### src/rtl/memsel_pkg.sv
// Shared types and helpers for the profile selector.
// Assumes a profile index of two bits (four profiles).
package memsel_pkg;
    typedef enum logic [1:0] {
        SEL_MOMENTARY    = 2'd0,
        SEL_MOM_DONLY    = 2'd1,
        SEL_STATIC_PAIR  = 2'd2,
        SEL_STATIC_DONLY = 2'd3
    } sel_mode_e;

    localparam logic [1:0] PROF_A = 2'd0;
    localparam logic [1:0] PROF_B = 2'd1;
    localparam logic [1:0] PROF_D = 2'd3;

    // Clip a configured profile count into the range 1..4.
    function automatic logic [2:0] clip_count(input logic [2:0] n);
        if (n == 3'd0)
            return 3'd1;
        else if (n > 3'd4)
            return 3'd4;
        else
            return n;
    endfunction
endpackage

### src/rtl/memsel_sync.sv
// Two-flop synchroniser for W asynchronous pins.
// Assumes rst_val holds the idle level, so reset creates no edge.
module memsel_sync #(
    parameter int W = 2
) (
    input  logic         clk,
    input  logic         rst_n,
    input  logic [W-1:0] rst_val,
    input  logic [W-1:0] d,
    output logic [W-1:0] q
);
    logic [W-1:0] meta_q;

    // Two register stages per pin.
    always_ff @(posedge clk) begin
        if (!rst_n) begin
            meta_q <= rst_val;
            q      <= rst_val;
        end else begin
            meta_q <= d;
            q      <= meta_q;
        end
    end
endmodule

### src/rtl/memsel_release.sv
// Stretches the release of an active-high force request.
// When enabled, the output follows the request's rise at once and falls
// only after 'period' consecutive idle samples. Assumes period >= 1.
module memsel_release #(
    parameter int CW = 8
) (
    input  logic          clk,
    input  logic          rst_n,
    input  logic          en,
    input  logic          act,
    input  logic [CW-1:0] period,
    output logic          force_o
);
    localparam int EW = CW + 1;

    logic          held_q;
    logic [CW-1:0] cnt_q;
    logic [EW-1:0] cnt_next;

    assign cnt_next = {1'b0, cnt_q} + EW'(1);

    // Track the idle run length while the stretched force is held.
    always_ff @(posedge clk) begin
        if (!rst_n) begin
            held_q <= 1'b0;
            cnt_q  <= '0;
        end else if (!en) begin
            held_q <= 1'b0;
            cnt_q  <= '0;
        end else if (act) begin
            held_q <= 1'b1;
            cnt_q  <= '0;
        end else if (held_q) begin
            if (cnt_next >= {1'b0, period}) begin
                held_q <= 1'b0;
                cnt_q  <= '0;
            end else begin
                cnt_q <= cnt_next[CW-1:0];
            end
        end
    end

    assign force_o = act | (en & held_q);
endmodule

### src/rtl/memsel_core.sv
// Mode logic: computes the next profile index from synchronised pin
// levels, the press pulse and the D force, and keeps the remembered profile
// for restore. Assumes nv is already clipped to 1..4.
module memsel_core
    import memsel_pkg::*;
(
    input  logic       clk,
    input  logic       rst_n,
    input  logic [1:0] mode,
    input  logic [2:0] nv,
    input  logic       press,
    input  logic       hold,
    input  logic       lvl1,
    input  logic       lvl2,
    input  logic       force_d,
    output logic [1:0] idx,
    output logic       chg
);
    logic [1:0] cur_q, saved_q, nxt;
    logic       forced_q;
    logic [2:0] lim3;
    logic [2:0] code;
    logic       adv;

    // Advance with wrap inside the first 'lim' profiles.
    function automatic logic [1:0] step(input logic [1:0] c, input logic [2:0] lim);
        if (({1'b0, c} + 3'd1) >= lim)
            return PROF_A;
        else
            return c + 2'd1;
    endfunction

    // Next-index selection per mode.
    always_comb begin
        adv  = press & ~hold;
        lim3 = (nv > 3'd3) ? 3'd3 : nv;
        code = {1'b0, lvl2, lvl1};
        nxt  = cur_q;
        case (mode)
            SEL_MOMENTARY: begin
                if ({1'b0, cur_q} >= nv)
                    nxt = PROF_A;
                else if (adv)
                    nxt = step(cur_q, nv);
            end
            SEL_MOM_DONLY: begin
                if (force_d)
                    nxt = PROF_D;
                else if (forced_q)
                    nxt = ({1'b0, saved_q} < lim3) ? saved_q : PROF_A;
                else if ({1'b0, cur_q} >= lim3)
                    nxt = PROF_A;
                else if (adv)
                    nxt = step(cur_q, lim3);
            end
            SEL_STATIC_PAIR: begin
                nxt = (code < nv) ? code[1:0] : PROF_A;
            end
            default: begin
                if (force_d)
                    nxt = PROF_D;
                else if (lvl1 && nv >= 3'd2)
                    nxt = PROF_B;
                else
                    nxt = PROF_A;
            end
        endcase
    end

    // Index, strobe, force flag and remembered profile registers.
    always_ff @(posedge clk) begin
        if (!rst_n) begin
            cur_q    <= PROF_A;
            saved_q  <= PROF_A;
            forced_q <= 1'b0;
            chg      <= 1'b0;
        end else begin
            cur_q    <= nxt;
            chg      <= (nxt != cur_q);
            forced_q <= (mode == SEL_MOM_DONLY) && force_d;
            if ((mode == SEL_MOM_DONLY) && force_d && !forced_q)
                saved_q <= cur_q;
        end
    end

    assign idx = cur_q;
endmodule

### src/rtl/memsel_top.sv
// Profile selector top: synchronises the switch pins, normalises their
// polarity, detects pin-1 presses, gates the D request and drives the core.
// Assumes cfg_mode and cfg_pullup change only under reset.
module memsel_top
    import memsel_pkg::*;
#(
    parameter int HOLD_W = 12
) (
    input  logic              clk,
    input  logic              rst_n,
    input  logic              sw1_pin,
    input  logic              sw2_pin,
    input  logic [1:0]        cfg_mode,
    input  logic [2:0]        cfg_nvalid,
    input  logic              cfg_pullup,
    input  logic              cfg_sw2_off,
    input  logic              cfg_tcoil_en,
    input  logic [HOLD_W-1:0] cfg_hold_cnt,
    input  logic              por_hold,
    output logic [1:0]        mem_idx,
    output logic              mem_chg
);
    localparam int NPIN = 2;

    logic [NPIN-1:0] pins_s;
    logic            act1, act2, act1_prev_q, press;
    logic            d_req, force_d;
    logic            donly_mode;

    memsel_sync #(.W(NPIN)) u_sync (
        .clk     (clk),
        .rst_n   (rst_n),
        .rst_val ({NPIN{cfg_pullup}}),
        .d       ({sw2_pin, sw1_pin}),
        .q       (pins_s)
    );

    assign act1       = pins_s[0] ^ cfg_pullup;
    assign act2       = pins_s[1] ^ cfg_pullup;
    assign donly_mode = (cfg_mode == SEL_MOM_DONLY) || (cfg_mode == SEL_STATIC_DONLY);
    assign d_req      = act2 & ~cfg_sw2_off & donly_mode;

    // Remember the last active state of pin 1 for edge detection.
    always_ff @(posedge clk) begin
        if (!rst_n)
            act1_prev_q <= 1'b1;
        else
            act1_prev_q <= act1;
    end

    assign press = act1 & ~act1_prev_q;

    memsel_release #(.CW(HOLD_W)) u_release (
        .clk     (clk),
        .rst_n   (rst_n),
        .en      (cfg_tcoil_en),
        .act     (d_req),
        .period  (cfg_hold_cnt),
        .force_o (force_d)
    );

    memsel_core u_core (
        .clk     (clk),
        .rst_n   (rst_n),
        .mode    (cfg_mode),
        .nv      (clip_count(cfg_nvalid)),
        .press   (press),
        .hold    (por_hold),
        .lvl1    (pins_s[0]),
        .lvl2    (pins_s[1]),
        .force_d (force_d),
        .idx     (mem_idx),
        .chg     (mem_chg)
    );
endmodule

### config.mk
export PLATFORM = sky130hd
export DESIGN_NAME = memsel_top
export DESIGN_NICKNAME = d
export VERILOG_FILES = /design/src/rtl/memsel_pkg.sv /design/src/rtl/memsel_sync.sv /design/src/rtl/memsel_release.sv /design/src/rtl/memsel_core.sv /design/src/rtl/memsel_top.sv
export SDC_FILE = /design/constraint.sdc
export NUM_CORES = 1
export LEC_CHECK = 0
export BUFFER_PORTS_ARGS = -buffer_cell sky130_fd_sc_hd__buf_4
export CORE_MARGIN = 8
export CORE_UTILIZATION = 30
export DETAILED_ROUTE_END_ITERATION = 12
export PLACE_DENSITY = 0.52
export RECOVER_POWER = 50
export SLEW_MARGIN = 30
export SYNTH_ARGS = -nofsm -noshare
export SYNTH_HDL_FRONTEND = slang
export SYNTH_SLANG_ARGS = --single-unit
### constraint.sdc
create_clock -name clk -period 3.6 [get_ports clk]
set_input_delay 0.18 -clock clk [delete_from_list [all_inputs] [get_ports clk]]
set_output_delay 0.18 -clock clk [all_outputs]
set_load 0.01 [all_outputs]
# Word level (Yosys, flattened, before mapping)
# Cells that the tools add are included.
# Widths: inputs -> output; s select.
# totals
mem_bits_ro,0
ram_bits,0
output_inout_bits,3
mem_count,0
regBits,24
latch_bits,0
# op_classes
n_bitwise,13
n_shift,0
n_reduce_logical,9
n_addsub,3
mul,0
n_mux,22
n_eq_ne,4
div_mod_pow,0
magnitude_cmp,10
# op_table
op,n
$mux 2,13
$add 12x1->13 const B,1
$ge 13x12->1,1
$mux 12,1
$mux 3,3
$ge 2x3->1,2
$ge 3x3->1,2
$lt 2x3->1,2
$pmux 2 s3,1
$and 1x1->1,5
$not 1->1,5
$eq 2x2->1 const B,2
$mux 1,4
$add 2x1->3 const B,1
$ge 3x2->1 const B,1
$gt 3x2->1 const B,1
$gt 3x3->1 const B,1
$logic_and 1x1->1,3
$logic_not 3->1,1
$reduce_or 3->1,1
$add 2x1->2 const B,1
$eq 2x1->1 const B,1
$logic_not 2->1,1
$ne 2x2->1,1
5 further kinds,6

# Logic depth before layout (Yosys ltp)
# Gate-level depths: netlist (run 1).
# depth
word_depth,13
ltp_mapped,12
ltp_nobuf,12

# Hierarchy
# Synthesis (run 1) repeated with hierarchy kept, for this count alone.
# hier_totals
hier_cells,217
hier_area_um2,1986.9
# modules_own_cells
mod,area_per_inst_um2,cells_each,instances
memsel_release,1097.3,117,1
memsel_core,688.2,82,1
memsel_sync,125.1,8,1
memsel_top,76.3,10,1

# Least setup slack after synthesis (run 1)
# No wires, ideal clock.
# synth_timing
path_type,reg2reg
start,register u_release.cnt_q[0]
end,register u_release.cnt_q[2]
arrival_time_ns,2.645
period_less_slack_ns,2.704
stages_incl_launch_ff,13
required_ns,3.541
setup_slack_ns,0.896
setup_time_ns,0.059
path_cell_list,dfxtp_1 -> ha_1 -> and3_1 -> nand3_1 -> nor2_1 -> nand3_1 -> xnor2_1 -> ha_1 -> a21o_1 -> a21oi_1 -> o21ai_1 -> nor2_1 -> a22o_1
# synth_via
elab_chain_cells,3
# synth_lines
item,line_no,rtl
start: declaration,memsel_release.sv:17,logic [CW-1:0] cnt_q;
start signal: assignment,memsel_release.sv:38,cnt_q <= cnt_next[CW-1:0];
$add 12x1->13 *,memsel_release.sv:20,"assign cnt_next = {1'b0, cnt_q} + EW'(1);"
$ge 13x12->1,memsel_release.sv:34,"if (cnt_next >= {1'b0, period}) begin"
$mux 12 *,memsel_release.sv:34,
# Every way passes the cells marked *; elsewhere a longest branch is shown, timed or not.
# A chain may end at the register's enable or synchronous reset.

# Worst setup path after layout (run 1)
# Ends and elaborated chain as after synthesis.

==> run metrics, run 1 <==
Antenna diodes 0; cell area after synthesis roughly 1800 um2; Final Max Slew Viols 0; arrival time worst endpoint 3.32 ns; Netlist cell types 50; Die ar. just under 9000 um2; hold buffers post-CTS 0; Clock power frac 28.1%; share of the synthesized area in the top cell type 26.8%; post-route ant nets 0; H-Tree Depth 1; maximum clock rate 317 MHz; Total Routed Length 4030 um; Setup Fix Bufs, Post-CTS 0; vias in the first global route 1436; final setup TNS 0 ns; final core utilization 35.7%; sequential area share after synthesis 26.8%; overall power 0.567 mW; nets 292; run status finished, final reports clean; Overall Global Routing Usage 9.33%; top cells by count, synth dfxtp_1 (24), ha_1 (23), nand2_1 (22); Worst-Skew Late Latency 0.27 ns; crit share post-route 87.5%; # IOs 28; Leak 0.946 nW; Power Internal 0.409 mW; Placer Congestion 0.812; required time at the worst-slack endpoint 3.77 ns; Worst-path clk slew 0.09 ns; total grt overflow 0; Fillers 633; sequential power share 50.3%; measured slew at the worst slew-check pin 0.654 ns; vias 1525; multi-input logic area between 1000 and 1500 um2; CTS root buffer clkbuf_8; I/O Buffers 27; ys async rst share 0%; setup violators final 0; Detail Placement HPWL around 3300 um; Max-slew headroom 56.2%; logic gate share of total power 21.6%; P_sw 0.158 mW; die width 93.4 um; Crit Path Class flop to flop; Final Hold Viols 0; CTS sink count 24; DR iter-0 viols 64; RSZ-0062 raised after global routing false; sequential cell area ~480 um2; first-pass GRT wire length between 6000 and 7000 um; endpoint class of the critical path flop; Mapped Nets 262; std cell rows 28; CTS tree yes; Synth area leaders dfxtp_1 (27%), ha_1 (16%), nand2_1 (4.6%), a22o_1 (4.4%), xnor2_1 (3.9%); Worst Skew 0.00776 ns; DRC 0; Synth Instances about 210; TritonCTS Buffers 3; initial antenna violation count 0; Core Footprint 5850 um2; min cycle time layout approximately 3.2 ns; mean post-synth cell area ~8.4 um2; Top FF cell, synth dfxtp_1; Chip Height around 93 um; share of cells above drive strength 1 14.5%; 1st-pass router iterations 4; post-CTS sizing 0; sw frac between 20 and 30%; largest net degree at the start of global routing 15; worst-case clock buffer depth 2; vias per cell ~4.8; Peak VDD IR ~0.13 mV; Synth Warn # 0; Syn-to-layout area delta 16.3%; CP max FO 7; Initial Util 30.7%; Yosys top cell by area dfxtp_1; Post-synth EDFFs 0; Max-Cap Viols 0; Pwr per Cell Area roughly 270 nW/um2; worst hold path type input port to flop; routed length per instance 12.7 um; count leader, synth dfxtp_1; Worst setup SP type flop; FF+latch count, synth 24
==> critical path, stage by stage, from the launching register on <==
cell and delay [ns]:
dfxtp_1 0.43, ha_1 0.25, and3_1 0.21, nand3_1 0.18
nor2_1 0.24, nand3_1 0.12, xnor2_1 0.15, ha_1 0.30
o2111ai_1 0.10, o21ai_1 0.47, nor2_1 0.18, buf_4 0.20
a22o_1 0.22
==> power by group through the flow <==
| stage | sequential [mW] | clock [mW] | combinational [mW] |
|---|---|---|---|
| detailed placement | 0.291 | 0 | 0.128 |
| CTS | 0.285 | 0.165 | 0.129 |
| finish | 0.285 | 0.160 | 0.122 |
| global route | 0.287 | 0.176 | 0.138 |
| global placement | 0.292 | 0 | 0.128 |
| floorplan | 0.290 | 0 | 0.0808 |
==> cell usage in the layout (no fill, tap or decap), types with 2 or more instances in the layout <==
master,instances
a211oi_1,2
a21o_1,3
a21oi_1,8
a22o_1,9
and3_1,3
buf_4,24
clkbuf_1,4
clkbuf_8,3
dfxtp_1,24
ha_1,23
inv_1,18
mux2i_1,2
nand2_1,22
nand2b_1,5
nand3_1,8
nor2_1,11
nor2b_1,6
nor3_1,5
nor4_1,4
o21a_1,2
o21ai_0,10
o21bai_1,3
o31ai_1,3
or2_2,4
xnor2_1,8
xor2_1,4
==> logic make-up (layout without fill, tap and decap cells) <==
family          Yosys count  in the layout  share of synthesized area, %
simple gates             79             79                          23.3
compound gates           52             52                          21.3
fa+ha+maj                24             24                          16.6
flops                    24             24                          26.8
buf+inv                  21             49                          5.09
xor+xnor                 12             12                          5.85
mux                       2              2                          1.12
==> state kept, by name, indices dropped and copies added, names as in the netlist <==
signal,count
u_release.held_q,1
u_core.forced_q,1
u_core.idx,2
u_sync.meta_q,2
u_release.cnt_q,12
act1_prev_q,1
u_core.saved_q,2
u_core.chg,1
u_sync.q,2
==> layout make-up <==
cell class | instances | area share, %
flip-flops and latches | 24 | 23.0
repair buffers | 28 | 9.35
multi-input cells | 169 | 57.9
clock buffers | 3 | 1.98
inverters | 18 | 3.24
well taps | 75 | 4.49
==> per-layer routing <==
metal  global-route usage (%)  up-vias  wire (um)
met4                     2.55        0         38
met3                     1.84        4         93
met1                     13.6      673       2190
met2                     13.3       19       1710
met5                        0        -          0
li1                         -      829          -
==> through the flow <==
stage          instance area [um2]  instances  hold slack, ns  setup WS (ns)
2_1_floorplan                 1800        214           0.256          0.896
3_3_place_gp                  2080        314           0.379          0.562
3_5_place_dp                  2080        314           0.382          0.486
4_1_cts                       2120        317           0.105          0.467
5_1_grt                       2090        317           0.110          0.199
6_report                      2090        317           0.108          0.448
==> path summary, 6_finish.rpt <==
kind              cells after the start          startpoint  slack, ns                 end
setup / recovery                     12  u_release.cnt_q[0]       0.45  u_release.cnt_q[2]
hold reg to reg                       2    u_sync.meta_q[1]       0.43         u_sync.q[1]
hold / removal                        3             sw1_pin       0.11    u_sync.meta_q[0]
setup reg to reg                     12  u_release.cnt_q[0]       0.45  u_release.cnt_q[2]
No activity file was read; power rests on OpenSTA's default activity.
==> run 2, diff against run 1 <==
--- a/config.mk
+++ b/config.mk
@@ -5,10 +5,11 @@
 export SDC_FILE = /design/constraint.sdc
 export NUM_CORES = 1
 export LEC_CHECK = 0
-export BUFFER_PORTS_ARGS = -buffer_cell sky130_fd_sc_hd__buf_4
+export BUFFER_PORTS_ARGS = -buffer_cell sky130_fd_sc_hd__buf_2
 export CORE_MARGIN = 8
 export CORE_UTILIZATION = 30
 export DETAILED_ROUTE_END_ITERATION = 12
+export GPL_TIMING_DRIVEN = 1
 export PLACE_DENSITY = 0.52
 export RECOVER_POWER = 50
 export SLEW_MARGIN = 30
==> run 2 against run 1 <==
Net effect: design area down 2.5%; critical path depth unchanged; clock power about the same; clock skew up 0.0054 ns; count of clock-buffer cells in the layout unchanged; wire length down 1.4%; global-route usage down 0.24 points; via count unchanged; combinational power about the same; worst setup slack better by 0.055 ns; hold slack better by 0.0056 ns; critical path type unchanged; highest routed layer unchanged.
==> run metrics, run 2 (synthesis gave the netlist of run 1 again) <==
run status finished, final reports clean; final setup TNS 0 ns; vias approximately 1500; worst flop-to-flop path startpoint u_release.cnt_q[0]; met2 wire length 1650 um; overall power between 0.5 and 0.6 mW; min cycle time layout between 3 and 4 ns; crit-path max cell delay 0.43 ns; # IOs 28; Peak VDD IR 0.162 mV; RSZ-0062 raised after global routing false; HP Start sw2_pin; largest reg by FF count u_release.cnt_q; Power Internal 0.403 mW; die width about 93 um; Crit-path slowest cell dfxtp_1; worst-case clock buffer depth 2; arrival time worst endpoint 3.26 ns; Core Footprint 5850 um2; H-Tree Depth 1; first-pass GRT wire length 6500 um; CTS sink count 24; Leak approximately 0.93 nW; required time at the worst-slack endpoint 3.77 ns; wl on met1 2200 um; TritonCTS Buffers 3; worst hold path type input port to flop; R2R Path End u_release.cnt_q[2]; logic gate share of total power 21.3%; Antenna diodes 0; DR iter-0 viols 62; Worst-path clk slew 0.09 ns; I/O Buffers 27; Worst-Skew Late Latency roughly 0.27 ns; Fillers 634; Chip Height 93.4 um; final core utilization 34.8%; Max-slew headroom 59.3%; CTS tree yes; Overall Global Routing Usage a little under a tenth; Crit Path Class flop to flop; Detail Placement HPWL around 3200 um; total grt overflow 0; met3 wire len 103 um; routed length per instance 12.5 um; WHS Path Cells 3; endpoint class of the critical path flop; critical-path cell list ha_1 > and3_1 > nand3_1 > nor2_1 > nand3_1 > xnor2_1 > ha_1 > o2111ai_1 > o21ai_1 > nor2_1 > buf_4 > a22o_1; Worst setup SP type flop; CTS root buffer clkbuf_8; DRC 0; 1st-pass router iterations 4; vias in the first global route 1438; top routing layer in use met4; Initial Util 30.7%; commonest non-fill, non-tap cells in the layout dfxtp_1 (24), buf_2 (24), ha_1 (23); largest net degree at the start of global routing 15; Clock power frac 28.1%; setup slack, reg-to-reg around 0.50 ns; Hold EP u_sync.meta_q[1]; CP max FO 7; share of cells above drive strength 1 ~15%; sequential power share 50.6%; crit share post-route between 80 and 90%; cell area after layout approximately 2000 um2; P_sw roughly 0.16 mW; Max-Cap Viols 0; vias per cell 4.80; Final Hold Viols 0; setup violators final 0; Setup Fix Bufs, Post-CTS 0; post-route ant nets 0; maximum clock rate 323 MHz; post-CTS sizing 0; Total Routed Length 3980 um; Pwr per Cell Area 274 nW/um2; hold buffers post-CTS 0; Final Max Slew Viols 0; Placer Congestion slightly below 0.8; max reg flops 12; nets 293; area post-placement 2020 um2; sw frac 27.8%; cells on worst reg2reg path 12; Die ar. 8720 um2; initial antenna violation count 0; measured slew at the worst slew-check pin 0.608 ns; std cell rows 28; Worst Skew 0.0132 ns; Syn-to-layout area delta 13.4%
==> run 2: metal layers <==
layer / GRT usage (%) / vias up
met5: 0 / -
met4: 2.42 / 0
met3: 1.76 / 2
met2: 13.3 / 20
met1: 13.1 / 669
li1: - / 834
==> run 2: layout make-up <==
cell class	instances	area (um2)	area share, %
clock buffers	3	41.3	2.03
multi-input cells	169	1210	59.4
repair buffers	29	143	7.01
inverters	18	67.6	3.32
flip-flops and latches	24	480	23.6
well taps	75	93.8	4.61
==> run 2: through the flow <==
stage / setup slack (ns) / std cells / hold WS, ns
after floorplan: 0.896 / 214 / 0.256
after global placement: 0.592 / 315 / 0.378
after detailed placement: 0.514 / 315 / 0.377
after CTS: 0.489 / 318 / 0.104
after global routing: 0.255 / 318 / 0.121
final: 0.503 / 318 / 0.113
==> run 2: worst max-delay path, delay by kind of cell, from the launching register on <==
family / cells / cell delay, ns
simple gates: 5 / 0.92
compound gates: 3 / 0.73
fa+ha+maj: 2 / 0.54
flops: 1 / 0.43
buf+inv: 1 / 0.20
xor+xnor: 1 / 0.15
==> run 2: power groups by stage <==
stage	clock [mW]	sequential (mW)	combinational (mW)
final	0.157	0.282	0.119
after global routing	0.176	0.284	0.135
after CTS	0.164	0.283	0.124
after detailed placement	0	0.289	0.123
after global placement	0	0.288	0.123
after floorplan	0	0.290	0.0808
==> run 2: how the worst max path moves through the flow <==
stage	slack (ns)	start	endpoint
global route	0.26	u_release.cnt_q[0]	u_release.cnt_q[2]
floorplan	0.90	u_release.cnt_q[0]	u_release.cnt_q[2]
CTS	0.49	u_release.cnt_q[0]	u_release.cnt_q[2]
global placement	0.59	u_release.cnt_q[0]	u_release.cnt_q[8]
detailed placement	0.51	u_release.cnt_q[0]	u_release.cnt_q[8]
finish	0.50	u_release.cnt_q[0]	u_release.cnt_q[2]
